**config.mk**
```make
export PLATFORM = sky130hd
export DESIGN_NAME = dcmaint_seq
export DESIGN_NICKNAME = d
export VERILOG_FILES = /design/src/rtl/dcm_pkg.sv /design/src/rtl/dcm_decode.sv /design/src/rtl/dcm_walker.sv /design/src/rtl/dcm_ctrl.sv /design/src/rtl/dcmaint_seq.sv
export SDC_FILE = /design/constraint.sdc
export NUM_CORES = 1
export LEC_CHECK = 0
export ABC_AREA = 1
export ABC_CLOCK_PERIOD_IN_PS = 2800
export BUFFER_PORTS_ARGS = -buffer_cell sky130_fd_sc_hd__buf_2
export CORE_MARGIN = 4
export CORE_UTILIZATION = 46
export DETAILED_ROUTE_END_ITERATION = 6
export GPL_TIMING_DRIVEN = 0
export PLACE_DENSITY = 0.77
export SYNTH_ARGS = -nofsm -noshare
export SYNTH_HDL_FRONTEND = slang
export SYNTH_SLANG_ARGS = --single-unit
```
**constraint.sdc**
```tcl
create_clock -name clk -period 2.8 [get_ports clk]
set_clock_uncertainty 0.15 [all_clocks]
set_input_delay 0.56 -clock clk [delete_from_list [all_inputs] [get_ports clk]]
set_output_delay 0.56 -clock clk [all_outputs]
set_load 0.01 [all_outputs]
```
**src/rtl/dcm_pkg.sv**
```systemverilog
package dcm_pkg;
  localparam int WORD_W = 32;

  typedef enum logic [3:0] {
    CMD_INV_ALL = 4'd0,
    CMD_CLN_ALL = 4'd1,
    CMD_CI_ALL  = 4'd2,
    CMD_INV_RNG = 4'd3,
    CMD_CLN_RNG = 4'd4,
    CMD_CI_RNG  = 4'd5,
    CMD_DC_ON   = 4'd6,
    CMD_DC_OFF  = 4'd7,
    CMD_IC_ON   = 4'd8,
    CMD_IC_OFF  = 4'd9,
    CMD_IC_INV  = 4'd10
  } cmd_e;

  typedef enum logic [2:0] {
    OP_NONE   = 3'd0,
    OP_INV_SW = 3'd1,
    OP_CLN_SW = 3'd2,
    OP_CI_SW  = 3'd3,
    OP_INV_VA = 3'd4,
    OP_CLN_VA = 3'd5,
    OP_CI_VA  = 3'd6,
    OP_IC_INV = 3'd7
  } op_e;

  typedef enum logic [1:0] {
    WK_SW  = 2'd0,
    WK_VA  = 2'd1,
    WK_ONE = 2'd2
  } walk_e;

  typedef enum logic [1:0] {
    ST_IDLE = 2'd0,
    ST_RUN  = 2'd1,
    ST_BAR  = 2'd2,
    ST_FIN  = 2'd3
  } state_e;

  typedef struct packed {
    walk_e walk;
    op_e   kind;
    logic  has_ops;
    logic  set_dc;
    logic  clr_dc;
    logic  set_ic;
    logic  clr_ic;
  } plan_t;
endpackage

```
**src/rtl/dcm_decode.sv**
```systemverilog
module dcm_decode
  import dcm_pkg::*;
(
  input  logic [3:0] cmd,
  input  logic       dc_en,
  input  logic       ic_en,
  output plan_t      plan
);
  always_comb begin
    plan.walk    = WK_SW;
    plan.kind    = OP_NONE;
    plan.has_ops = 1'b0;
    plan.set_dc  = 1'b0;
    plan.clr_dc  = 1'b0;
    plan.set_ic  = 1'b0;
    plan.clr_ic  = 1'b0;
    case (cmd)
      CMD_INV_ALL: begin plan.kind = OP_INV_SW; plan.has_ops = 1'b1; end
      CMD_CLN_ALL: begin plan.kind = OP_CLN_SW; plan.has_ops = 1'b1; end
      CMD_CI_ALL:  begin plan.kind = OP_CI_SW;  plan.has_ops = 1'b1; end
      CMD_INV_RNG: begin plan.walk = WK_VA; plan.kind = OP_INV_VA; plan.has_ops = 1'b1; end
      CMD_CLN_RNG: begin plan.walk = WK_VA; plan.kind = OP_CLN_VA; plan.has_ops = 1'b1; end
      CMD_CI_RNG:  begin plan.walk = WK_VA; plan.kind = OP_CI_VA;  plan.has_ops = 1'b1; end
      CMD_DC_ON: begin
        if (!dc_en) begin
          plan.kind    = OP_INV_SW;
          plan.has_ops = 1'b1;
          plan.set_dc  = 1'b1;
        end
      end
      CMD_DC_OFF: begin
        if (dc_en) begin
          plan.kind    = OP_CI_SW;
          plan.has_ops = 1'b1;
          plan.clr_dc  = 1'b1;
        end
      end
      CMD_IC_ON: begin
        if (!ic_en) begin
          plan.walk    = WK_ONE;
          plan.kind    = OP_IC_INV;
          plan.has_ops = 1'b1;
          plan.set_ic  = 1'b1;
        end
      end
      CMD_IC_OFF: begin
        if (ic_en) begin
          plan.walk    = WK_ONE;
          plan.kind    = OP_IC_INV;
          plan.has_ops = 1'b1;
          plan.clr_ic  = 1'b1;
        end
      end
      CMD_IC_INV: begin
        plan.walk    = WK_ONE;
        plan.kind    = OP_IC_INV;
        plan.has_ops = 1'b1;
      end
      default: ;
    endcase
  end
endmodule

```
**src/rtl/dcm_walker.sv**
```systemverilog
module dcm_walker
  import dcm_pkg::*;
#(
  parameter int LINE_BYTES  = 32,
  parameter int SET_LSB     = 13,
  parameter int SET_W       = 15,
  parameter int WAY_LSB     = 3,
  parameter int WAY_W       = 10,
  parameter int SW_SET_POS  = 5,
  parameter int SW_SET_BITS = 9,
  parameter int SW_WAY_POS  = 30,
  parameter int SW_WAY_BITS = 2
) (
  input  logic              clk,
  input  logic              rst_n,
  input  logic              load,
  input  walk_e             mode,
  input  logic [WORD_W-1:0] geom,
  input  logic [WORD_W-1:0] base,
  input  logic [WORD_W-1:0] size,
  input  logic              adv,
  output logic [WORD_W-1:0] word,
  output logic              last,
  output logic              empty
);
  localparam int LINE_SH = $clog2(LINE_BYTES);
  localparam int CNT_W   = WORD_W - LINE_SH;

  walk_e              mode_q;
  logic [SET_W-1:0]   nsets_m1, set_q;
  logic [WAY_W-1:0]   nways_m1, way_q;
  logic [WORD_W-1:0]  addr_q;
  logic [CNT_W-1:0]   remain_q;

  logic unused_bits;
  assign unused_bits = ^{geom[WORD_W-1:SET_LSB+SET_W], geom[WAY_LSB-1:0],
                         base[LINE_SH-1:0], size[LINE_SH-1:0]};

  always_ff @(posedge clk) begin
    if (!rst_n) begin
      mode_q   <= WK_SW;
      nsets_m1 <= '0;
      nways_m1 <= '0;
      set_q    <= '0;
      way_q    <= '0;
      addr_q   <= '0;
      remain_q <= '0;
    end else if (load) begin
      mode_q   <= mode;
      nsets_m1 <= geom[SET_LSB +: SET_W];
      nways_m1 <= geom[WAY_LSB +: WAY_W];
      set_q    <= '0;
      way_q    <= '0;
      addr_q   <= {base[WORD_W-1:LINE_SH], {LINE_SH{1'b0}}};
      remain_q <= size[WORD_W-1:LINE_SH];
    end else if (adv) begin
      case (mode_q)
        WK_SW: begin
          if (way_q == nways_m1) begin
            way_q <= '0;
            set_q <= set_q + 1'b1;
          end else begin
            way_q <= way_q + 1'b1;
          end
        end
        WK_VA: begin
          addr_q   <= addr_q + WORD_W'(LINE_BYTES);
          remain_q <= remain_q - 1'b1;
        end
        default: ;
      endcase
    end
  end

  always_comb begin
    word = '0;
    case (mode_q)
      WK_SW: begin
        word[SW_WAY_POS +: SW_WAY_BITS] = way_q[SW_WAY_BITS-1:0];
        word[SW_SET_POS +: SW_SET_BITS] = set_q[SW_SET_BITS-1:0];
      end
      WK_VA:   word = addr_q;
      default: word = '0;
    endcase
  end

  always_comb begin
    case (mode_q)
      WK_SW:   last = (set_q == nsets_m1) && (way_q == nways_m1);
      WK_VA:   last = (remain_q == CNT_W'(1));
      default: last = 1'b1;
    endcase
  end

  assign empty = (mode_q == WK_VA) && (remain_q == '0);
endmodule

```
**src/rtl/dcm_ctrl.sv**
```systemverilog
module dcm_ctrl
  import dcm_pkg::*;
(
  input  logic clk,
  input  logic rst_n,
  input  logic cmd_fire,
  input  op_e  plan_kind,
  input  logic plan_has_ops,
  input  logic plan_set_dc,
  input  logic plan_clr_dc,
  input  logic plan_set_ic,
  input  logic plan_clr_ic,
  input  logic walk_last,
  input  logic walk_empty,
  input  logic op_ready,
  input  logic bar_ack,
  output logic op_valid,
  output op_e  op_kind,
  output logic adv,
  output logic bar_req,
  output logic done,
  output logic busy,
  output logic cmd_ready,
  output logic dc_en,
  output logic ic_en
);
  state_e state;
  op_e    kind_q;
  logic   has_ops_q, set_dc_q, set_ic_q, dc_q, ic_q;
  logic   run_end;

  assign op_valid  = (state == ST_RUN) && has_ops_q && !walk_empty;
  assign adv       = op_valid && op_ready;
  assign run_end   = !has_ops_q || walk_empty || (adv && walk_last);
  assign op_kind   = kind_q;
  assign bar_req   = (state == ST_BAR);
  assign done      = (state == ST_FIN);
  assign busy      = (state != ST_IDLE);
  assign cmd_ready = (state == ST_IDLE);
  assign dc_en     = dc_q;
  assign ic_en     = ic_q;

  always_ff @(posedge clk) begin
    if (!rst_n) begin
      state     <= ST_IDLE;
      kind_q    <= OP_NONE;
      has_ops_q <= 1'b0;
      set_dc_q  <= 1'b0;
      set_ic_q  <= 1'b0;
      dc_q      <= 1'b0;
      ic_q      <= 1'b0;
    end else begin
      case (state)
        ST_IDLE: begin
          if (cmd_fire) begin
            state     <= ST_RUN;
            kind_q    <= plan_kind;
            has_ops_q <= plan_has_ops;
            set_dc_q  <= plan_set_dc;
            set_ic_q  <= plan_set_ic;
            if (plan_clr_dc) dc_q <= 1'b0;
            if (plan_clr_ic) ic_q <= 1'b0;
          end
        end
        ST_RUN: begin
          if (run_end) begin
            state <= ST_BAR;
            if (set_dc_q) dc_q <= 1'b1;
            if (set_ic_q) ic_q <= 1'b1;
          end
        end
        ST_BAR: if (bar_ack) state <= ST_FIN;
        default: state <= ST_IDLE;
      endcase
    end
  end
endmodule

```
**src/rtl/dcmaint_seq.sv**
```systemverilog
module dcmaint_seq
  import dcm_pkg::*;
#(
  parameter int LINE_BYTES  = 32,
  parameter int CACHE_LEVEL = 1,
  parameter int SET_LSB     = 13,
  parameter int SET_W       = 15,
  parameter int WAY_LSB     = 3,
  parameter int WAY_W       = 10,
  parameter int SW_SET_POS  = 5,
  parameter int SW_SET_BITS = 9,
  parameter int SW_WAY_POS  = 30,
  parameter int SW_WAY_BITS = 2
) (
  input  logic        clk,
  input  logic        rst_n,
  input  logic        cmd_valid,
  output logic        cmd_ready,
  input  logic [3:0]  cmd_code,
  input  logic [31:0] cmd_addr,
  input  logic [31:0] cmd_size,
  output logic [3:0]  geom_sel,
  input  logic [31:0] geom_word,
  output logic        op_valid,
  input  logic        op_ready,
  output logic [2:0]  op_kind,
  output logic [31:0] op_word,
  output logic        bar_req,
  input  logic        bar_ack,
  output logic        done,
  output logic        busy,
  output logic        dc_en,
  output logic        ic_en
);
  localparam logic [2:0] LEVEL_FIELD = 3'(CACHE_LEVEL - 1);

  plan_t plan;
  op_e   kind_w;
  logic  cmd_fire, adv, walk_last, walk_empty;

  assign geom_sel = {LEVEL_FIELD, 1'b0};
  assign cmd_fire = cmd_valid && cmd_ready;
  assign op_kind  = kind_w;

  dcm_decode u_decode (
    .cmd   (cmd_code),
    .dc_en (dc_en),
    .ic_en (ic_en),
    .plan  (plan)
  );

  dcm_walker #(
    .LINE_BYTES  (LINE_BYTES),
    .SET_LSB     (SET_LSB),
    .SET_W       (SET_W),
    .WAY_LSB     (WAY_LSB),
    .WAY_W       (WAY_W),
    .SW_SET_POS  (SW_SET_POS),
    .SW_SET_BITS (SW_SET_BITS),
    .SW_WAY_POS  (SW_WAY_POS),
    .SW_WAY_BITS (SW_WAY_BITS)
  ) u_walker (
    .clk   (clk),
    .rst_n (rst_n),
    .load  (cmd_fire),
    .mode  (plan.walk),
    .geom  (geom_word),
    .base  (cmd_addr),
    .size  (cmd_size),
    .adv   (adv),
    .word  (op_word),
    .last  (walk_last),
    .empty (walk_empty)
  );

  dcm_ctrl u_ctrl (
    .clk          (clk),
    .rst_n        (rst_n),
    .cmd_fire     (cmd_fire),
    .plan_kind    (plan.kind),
    .plan_has_ops (plan.has_ops),
    .plan_set_dc  (plan.set_dc),
    .plan_clr_dc  (plan.clr_dc),
    .plan_set_ic  (plan.set_ic),
    .plan_clr_ic  (plan.clr_ic),
    .walk_last    (walk_last),
    .walk_empty   (walk_empty),
    .op_ready     (op_ready),
    .bar_ack      (bar_ack),
    .op_valid     (op_valid),
    .op_kind      (kind_w),
    .adv          (adv),
    .bar_req      (bar_req),
    .done         (done),
    .busy         (busy),
    .cmd_ready    (cmd_ready),
    .dc_en        (dc_en),
    .ic_en        (ic_en)
  );
endmodule

```
[Word-level counts from Yosys, hierarchy flattened]
Cells that the tools add are included.
W data, S select, Z words.
Cells by class
  $mul: 0
  magnitude comparators: 0
  reduce and logical (&&, ||, !) cells: 29
  bitwise gates (word level): 1
  div/mod/pow operators: 0
  add/sub/neg operators: 4
  multiplexer cells: 39
  equality and inequality tests: 24
  shift-type cells: 0
Operators with widths (count)
  $mux W32: 3
  $mux W27: 3
  $pmux W4 S11: 1
  $add A32 B6 Y32 const B: 1
  $eq A27 B1 Y1 const B: 1
  $logic_not A27 Y1: 1
  $sub A27 B1 Y27 const B: 1
  $pmux W9 S2: 1
  $eq A4 B3 Y1 const B: 4
  $mux W16: 1
  $add A15 B1 Y15 const B: 1
  $eq A15 B15 Y1: 1
  $mux W1: 15
  $ne A2 B1 Y1 const B: 7
  $eq A4 B4 Y1 const B: 3
  $mux W6: 2
  $add A10 B1 Y10 const B: 1
  $eq A10 B10 Y1: 1
  $mux W10: 1
  $reduce_and A5 Y1: 2
  $eq A4 B2 Y1 const B: 2
  $pmux W2 S4: 1
  $reduce_and A2 Y1: 4
  $reduce_bool A2 Y1: 4
  18 further kinds: 35
Word-level totals
  word-level logic and storage cells: 112
  memories: 0
  input bits: 105
  output and inout bits: 46
  bits in registers: 121
  latch bits: 0
  ROM bits: 0
  bits in writable memories: 0

[Longest topological paths before layout]
Gate-level depths: netlist (run 1).
  depth after elaboration: 9
  mapped depth: 15
  depth with buffers taken out: 15

[Cells and area by module]
From an unflattened synthesis (run 1), not the netlist that was laid out.
Unflattened totals
  cells, all modules: 1232
  area, all modules: 7468.4 µm²
By module, submodules not included
  dcm_walker: area an instance 6708.9 µm², cells an instance 1104, times used 1, sequential area each 2122.0 µm²
  dcm_ctrl: area an instance 540.5 µm², cells an instance 81, times used 1, sequential area each 200.2 µm²
  dcm_decode: area an instance 177.7 µm², cells an instance 40, times used 1, sequential area each 0.0 µm²
  dcmaint_seq: area an instance 41.3 µm², cells an instance 7, times used 1, sequential area each 0.0 µm²

[Worst setup path after synthesis (run 1)]
No wires, ideal clock.
  kind: reg-to-reg
  from: reg u_ctrl.state[0]
  to: reg u_walker.addr_q[10]
  arrival time: 1.718 ns
  stages on the path, launching flop included: 10
  period minus slack after synthesis: 1.984 ns
  library setup time: 0.116 ns
  required time: 2.534 ns
  path slack: 0.816 ns
  buffers on the path: 2
  cells stage by stage: dfxtp_1 > inv_1 > ha_1 > nand2_1 > inv_1 > buf_2 > clkbuf_1 > o21ai_0 > nor2_1 > nor2_1
Between the ends
  elaborated cells on any way between the ends: 10
  those cells by class: eq/ne (1); mux (1); reduce/logical (8)
RTL lines
  start, declared: line dcm_ctrl.sv:27  | state_e state;
  start signal, assigned: line dcm_ctrl.sv:45  | state <= ST_IDLE;
  start signal, assigned: line dcm_ctrl.sv:56  | state <= ST_RUN;
  start signal, assigned: line dcm_ctrl.sv:67  | state <= ST_BAR;
  $logic_not A2 Y1 *: line dcm_ctrl.sv:39  | assign cmd_ready = (state == ST_IDLE);
  net cmd_ready: line dcmaint_seq.sv:18  | output logic cmd_ready,
  $logic_and A1 B1 Y1 *: line dcmaint_seq.sv:42  | assign cmd_fire = cmd_valid && cmd_ready;
  $reduce_bool A2 Y1 (no line)
  $reduce_and A2 Y1 (no line)
  end signal, assigned: line dcm_walker.sv:54  | addr_q <= {base[WORD_W-1:LINE_SH], {LINE_SH{1'b0}}};
  end signal, assigned: line dcm_walker.sv:67  | addr_q <= addr_q + WORD_W'(LINE_BYTES);
  end, declared: line dcm_walker.sv:32  | logic [WORD_W-1:0] addr_q;
The timed path passes the listed nets; every way through them passes the cells marked *.
A chain may end at the register's enable or synchronous reset.

[Worst setup path in the final report (run 1)]
  from: reg u_walker.mode_q[0]
  to: out op_word[19]
Between the ends
  cells in the longest elaborated chain, start to end: 2
Ends and longest elaborated chain
  start, declared: line dcm_walker.sv:29  | walk_e mode_q;
  start signal, assigned: line dcm_walker.sv:49  | mode_q <= mode;
  $eq A2 B1 Y1: line dcm_walker.sv:77  | case (mode_q)
  $mux W16: line dcm_walker.sv:77
  end, declared: line dcmaint_seq.sv:27  | output logic [31:0] op_word,
No other way between the ends.

==> results of run 1 <==
## placed cells by master, fill, tap and decap left out, drive strengths merged, types with 2 or more instances in the layout
master,count
a211oi,3
a21oi,36
a22o,7
a31oi,4
buf,145
bufinv,3
clkbuf,48
clkinv,5
clkinvlp,3
conb,9
dfxtp,116
ha,10
inv,144
nand2,315
nand3,67
nand3b,4
nand4,16
nor2,208
nor3,25
o21a,2
o21ai,108
o22ai,11
o31ai,3
or2,3
xnor2,8
xor2,31
## per-layer routing
layer / global-route usage (%) / wire length [um] / up-vias
met5: 0 / 0 / -
met4: 8.86 / 574 / 0
met3: 5.32 / 1800 / 53
met2: 43.3 / 10800 / 331
met1: 30.7 / 9580 / 3610
li1: - / - / 4024
## worst max-delay path by stage
stage,end,slack [ns],cells after the start
2_1_floorplan,u_walker.addr_q[10],0.82,9
3_3_place_gp,u_walker.addr_q[23],0.10,10
3_5_place_dp,u_walker.addr_q[23],0.08,10
4_1_cts,u_walker.addr_q[13],0.04,9
5_1_grt,u_walker.addr_q[26],0.001,7
6_report,op_word[19],0.12,6
## stage by stage
| stage | setup slack, ns | hold WS (ns) | cells | total power [mW] | cell area (um2) |
|---|---|---|---|---|---|
| finish | 0.121 | 0.175 | 1550 | 7.93 | 8750 |
| global placement | 0.100 | 0.285 | 1518 | 5.60 | 8160 |
| floorplan | 0.816 | 0.279 | 1184 | 4.74 | 7280 |
| CTS | 0.0416 | 0.172 | 1549 | 7.88 | 8740 |
| detailed placement | 0.0766 | 0.290 | 1518 | 5.67 | 8160 |
| global route | 0.00137 | 0.189 | 1549 | 8.47 | 8740 |
## power groups by stage
stage | combinational [mW] | clock, mW | sequential [mW]
global placement | 3.22 | 0 | 2.39
CTS | 3.31 | 2.20 | 2.37
detailed placement | 3.27 | 0 | 2.40
floorplan | 2.43 | 0 | 2.31
finish | 3.34 | 2.20 | 2.38
global route | 3.78 | 2.27 | 2.42
## worst max-delay path, cell delays in order (launching register included)
cell      delay [ns]
dfxtp_1         0.33
inv_1           0.09
nor2_4          0.21
clkinv_2        0.20
clkbuf_1        0.29
nor2_1          0.25
buf_2           0.17
## flip-flops by register name (all words and copies together), names as in the netlist
name and flops:
u_ctrl.ic_en 1, u_walker.nsets_m1 15, u_walker.remain_q 27, u_ctrl.state 2, u_ctrl.has_ops_q 1, u_ctrl.set_ic_q 1, u_walker.way_q 10, u_walker.mode_q 2
u_ctrl.op_kind 3, u_ctrl.dc_en 1, u_walker.nways_m1 10, u_walker.addr_q 27, u_ctrl.set_dc_q 1, u_walker.set_q 15
## cell families after synthesis
logic type	Yosys count	synth area share, %
other	1	0.0517
flip-flops	116	32.0
buffers and inverters	194	11.2
XOR/XNOR	39	4.71
AND/OR/NAND/NOR	639	36.9
AO/OA/AOI/OAI	177	13.4
adder cells (fa/ha/maj)	10	1.73
## layout make-up
cell class	instances	area, um2
diodes	1	2.50
plain buffers	49	270
clock buffers	21	450
clock inverters	10	133
fillers	1529	6570
inverters	145	546
multi-input cells	874	4140
flip-flops and latches	116	2320
well taps	211	264
repair buffers	123	616
==> results.ini, run 1 <==
[route]
vias_per_cell=5.17
drt_iter0_drc=540
drc=4
firstDrtPassIters=7
routedWlPerCell_um=14.7
ant_nets=0
drt-total-wl_um=22700
vias=8018

[cts]
cts_inserted_buffers=17
cts_resized=1
h-tree-depth=4
clkSlewWorstSetupHoldPaths_ns=0.05
clock_latency_ns=0.43
cts_setup_buffers=0
clock_path_buffers=2
clock-root-buffer=clkbuf_16
cts_sinks=116
cts_tree=built
hold_buffers=0

[sta]
tns_ns=0
slew_violations=0
max_freq_ghz=0.373
period_minus_slack_ns=2.68
hold_viol_final=0
rsz0062_at_grt=no
post-route-period-util_pct=95.7
setup_violations=0
max_slew_margin_pct=52.3
worst_pin_slew_ns=0.712

[die]
dieArea_um2=17800
pin_count=151
rows=45
die_y_um=134
die_w_um=134
initial_core_util_pct=47.3
core_um2=15300

[critical_path]
worstPathArrival_ns=1.97
worst_setup_path_end_kind=output port
startpoint_type=flop
r2r_slack_ns=0.12
r2r-end=u_walker.addr_q[28]
reg2reg_from=u_ctrl.state[0]
crit_path_start=u_walker.mode_q[0]
cp.required_ns=2.09
ff2ff_path_depth=7
path_class=flop to output port
crit_fanout=10

[power]
power.net_switching_mw=3.38
seq_power_share_pct=30.1
power_frac_comb_pct=42.2
p_int_mw=4.54
switching_share_pct=42.7
power.clock.fraction_pct=27.7
power.leakage_nw=4.04
p_per_area_nw_per_um2=906
max-vdd-ir-drop_uv=580

[grt]
grt_pass1_wl_um=35600
first_global_vias=7318
grt_start_max_net_pins=17
track_usage_pct=25.0
grt_overflow_total=0
antenna_found_initial=0

[synth]
synth_top_area_share_pct=32.0
synth_enable_flop_cells=0
yosys_warnings=0
synth_area_um2=7250
synth_ff_type=dfxtp_1
synth.top_cells.by_count=nand2_1, nor2_1, inv_1
yosys.cell_count.top_type=nand2_1
syn_avg_cell_area_um2=6.16
syn_inst=1176
synth_area_leaders=dfxtp_1, nand2_1, nor2_1, inv_1, o21ai_0
ys_types=43
synth_seq_cells=116
yosys.area.top_type=dfxtp_1
ys_seq_area_share_pct=32.0
ys_async_sr_fraction_pct=0

[layout]
finalCoreUtilization_pct=57.1
drive_above_1_share_pct=15.3
synthToLayoutAreaGrowth_pct=20.7
layout.nets=1441

[place]
io_buffers=123
place.gp.congestion=0.963
dp_hpwl_um=16800

[min_path]
hp-start=geom_word[8]
whs_endpoint=u_walker.nways_m1[5]
holdPathStages=3
hold_class=primary input to flop

[outcome]
outcome=complete, but fails checks
violations=DRC

[flow_run]
drv_cap=0

Power figures use the tool's default switching activity.
==> run 2: changes to the inputs <==
--- a/config.mk
+++ b/config.mk
@@ -11,7 +11,6 @@
 export CORE_MARGIN = 4
 export CORE_UTILIZATION = 46
 export DETAILED_ROUTE_END_ITERATION = 6
-export GPL_TIMING_DRIVEN = 0
 export PLACE_DENSITY = 0.77
 export SYNTH_ARGS = -nofsm -noshare
 export SYNTH_HDL_FRONTEND = slang
==> run 2 against run 1 <==
The flow now finishes without violations. Non-clock buffer count decreased by 36. Largest cell class unchanged. Flip-flop and latch count unchanged. Final cell count decreased by 2.3%. Worst setup slack improved by 0.19 ns. Combinational power fell by 6.9%. First-iteration DRC count fell by 5.7%. Critical path depth stayed put. Sequential share of layout area up 0.42 points. Register-to-register slack improved by 0.26 ns. Routed wire length decreased by 11%. Via count is 5.1% lower.
==> results.ini, run 2 (synthesis gave the netlist of run 1 again) <==
[critical_path]
cp.required_ns=2.09
crit_buf_inv=4
crit_fanout=17
r2r_slack_ns=0.38
r2r-end=u_walker.set_q[9]
worstPathArrival_ns=1.78
ff2ff_path_depth=7
crit_family=buffers and inverters
cpPeakStageDelay_ns=0.32
crit_slowest_cell=dfxtp_1
worstPathCellList=inv_1, nor2_4, clkinv_1, buf_4, o22ai_1, buf_2
reg2reg_from=u_ctrl.state[0]
worst_setup_path_end_kind=output port
startpoint_type=flop
path_class=flop to output port

[cts]
cts_inserted_buffers=17
cts_resized=0
cts_sinks=116
clock_path_buffers=2
h-tree-depth=4
cts_tree=built
cts_setup_buffers=0
hold_buffers=0
clock_latency_ns=0.42
clock-root-buffer=clkbuf_16
clkSlewWorstSetupHoldPaths_ns=0.06

[sta]
worst_pin_slew_ns=0.730
post-route-period-util_pct=88.8
tns_ns=0
slew_violations=0
max_slew_margin_pct=51.3
period_minus_slack_ns=2.49
setup_violations=0
hold_slack_ns=0.184
fin_ws_ns=0.314
hold_viol_final=0
rsz0062_at_grt=no
max_freq_ghz=0.402

[route]
ant_nets=0
firstDrtPassIters=5
drt_iter0_drc=509
vias_per_cell=5.03
drc=0
vias=7613
drt-total-wl_um=20200
routedWlPerCell_um=13.4

[die]
die_w_um=134
dieArea_um2=17800
initial_core_util_pct=47.3
rows=45
core_um2=15300
die_y_um=134
pin_count=151

[grt]
first_global_vias=7052
track_usage_pct=22.3
antenna_found_initial=0
grt_start_max_net_pins=77
grt_pass1_wl_um=32700
grt_overflow_total=0

[place]
pre_cts_slack_ns=0.374
dp_hpwl_um=14600
io_buffers=124
place.gp.congestion=0.931

[layout]
finalCoreUtilization_pct=56.2
layout.nets=1405
layout_common_cells=nand2_1, nor2_1, inv_1
n_antenna_cell=0
synthToLayoutAreaGrowth_pct=18.8
top_regs=u_walker.addr_q x27, u_walker.remain_q x27
drive_above_1_share_pct=15.3
fillers=1522
final_common_cell=nand2_1

[power]
finalPower_mw=7.66
max-vdd-ir-drop_uv=639
power.leakage_nw=3.97
p_per_area_nw_per_um2=890

[outcome]
outcome=finished, final reports clean

[min_path]
hp-start=geom_word[10]
whs_endpoint=u_walker.nways_m1[7]
holdPathStages=3
hold_class=primary input to flop

[flow_run]
drv_cap=0

-- run 2: cell types whose count changed in the layout (fill, tap and decap cells not counted), sizes merged --
| cell | delta |
|---|---|
| clkinvlp | -1 |
| bufinv | -1 |
| buf | -9 |
| clkinv | +4 |
| clkbuf | -28 |
| diode | -1 |
-- run 2: stage by stage --
| stage | cells | area [um2] |
|---|---|---|
| after floorplan | 1184 | 7280 |
| after global placement | 1482 | 8020 |
| after detailed placement | 1482 | 8020 |
| after CTS | 1514 | 8610 |
| after global routing | 1514 | 8610 |
| final | 1514 | 8610 |
-- run 2: final cells by class --
type | count | area, um2 | area share (%)
clock buffers | 20 | 467 | 5.42
multi-input cells | 874 | 4150 | 48.2
repair buffers | 136 | 736 | 8.54
well taps | 211 | 264 | 3.07
inverters | 145 | 544 | 6.32
clock inverters | 12 | 130 | 1.51
flip-flops and latches | 116 | 2320 | 27.0
-- run 2: per-layer routing --
layer	vias to the layer above	wire length, um	global-route usage, %
met5	-	0	0
met4	0	439	7.14
met3	31	1400	5.10
met2	251	9470	37.9
met1	3399	8910	28.1
li1	3932	-	-
-- run 2: worst max-delay path by stage --
stage	slack, ns	start	to	cells after the start
2_1_floorplan	0.82	u_ctrl.state[0]	u_walker.addr_q[10]	9
3_3_place_gp	0.44	u_ctrl.state[0]	u_walker.way_q[9]	8
3_5_place_dp	0.37	u_ctrl.state[0]	u_walker.set_q[9]	7
4_1_cts	0.30	u_walker.mode_q[0]	op_word[5]	6
5_1_grt	0.17	u_walker.remain_q[4]	u_walker.remain_q[22]	12
6_report	0.31	u_walker.mode_q[0]	op_word[5]	6
-- run 2: worst min-delay path, stage by stage --
cell,delay [ns]
buf_2,0.07
nand2_1,0.04
o21ai_0,0.05
-- run 2: power by group --
group	internal [mW]	switching [mW]	total (mW)
clock network	1.38	0.801	2.18
logic	1.07	2.04	3.11
registers	2.01	0.363	2.38
total	4.46	3.20	7.66
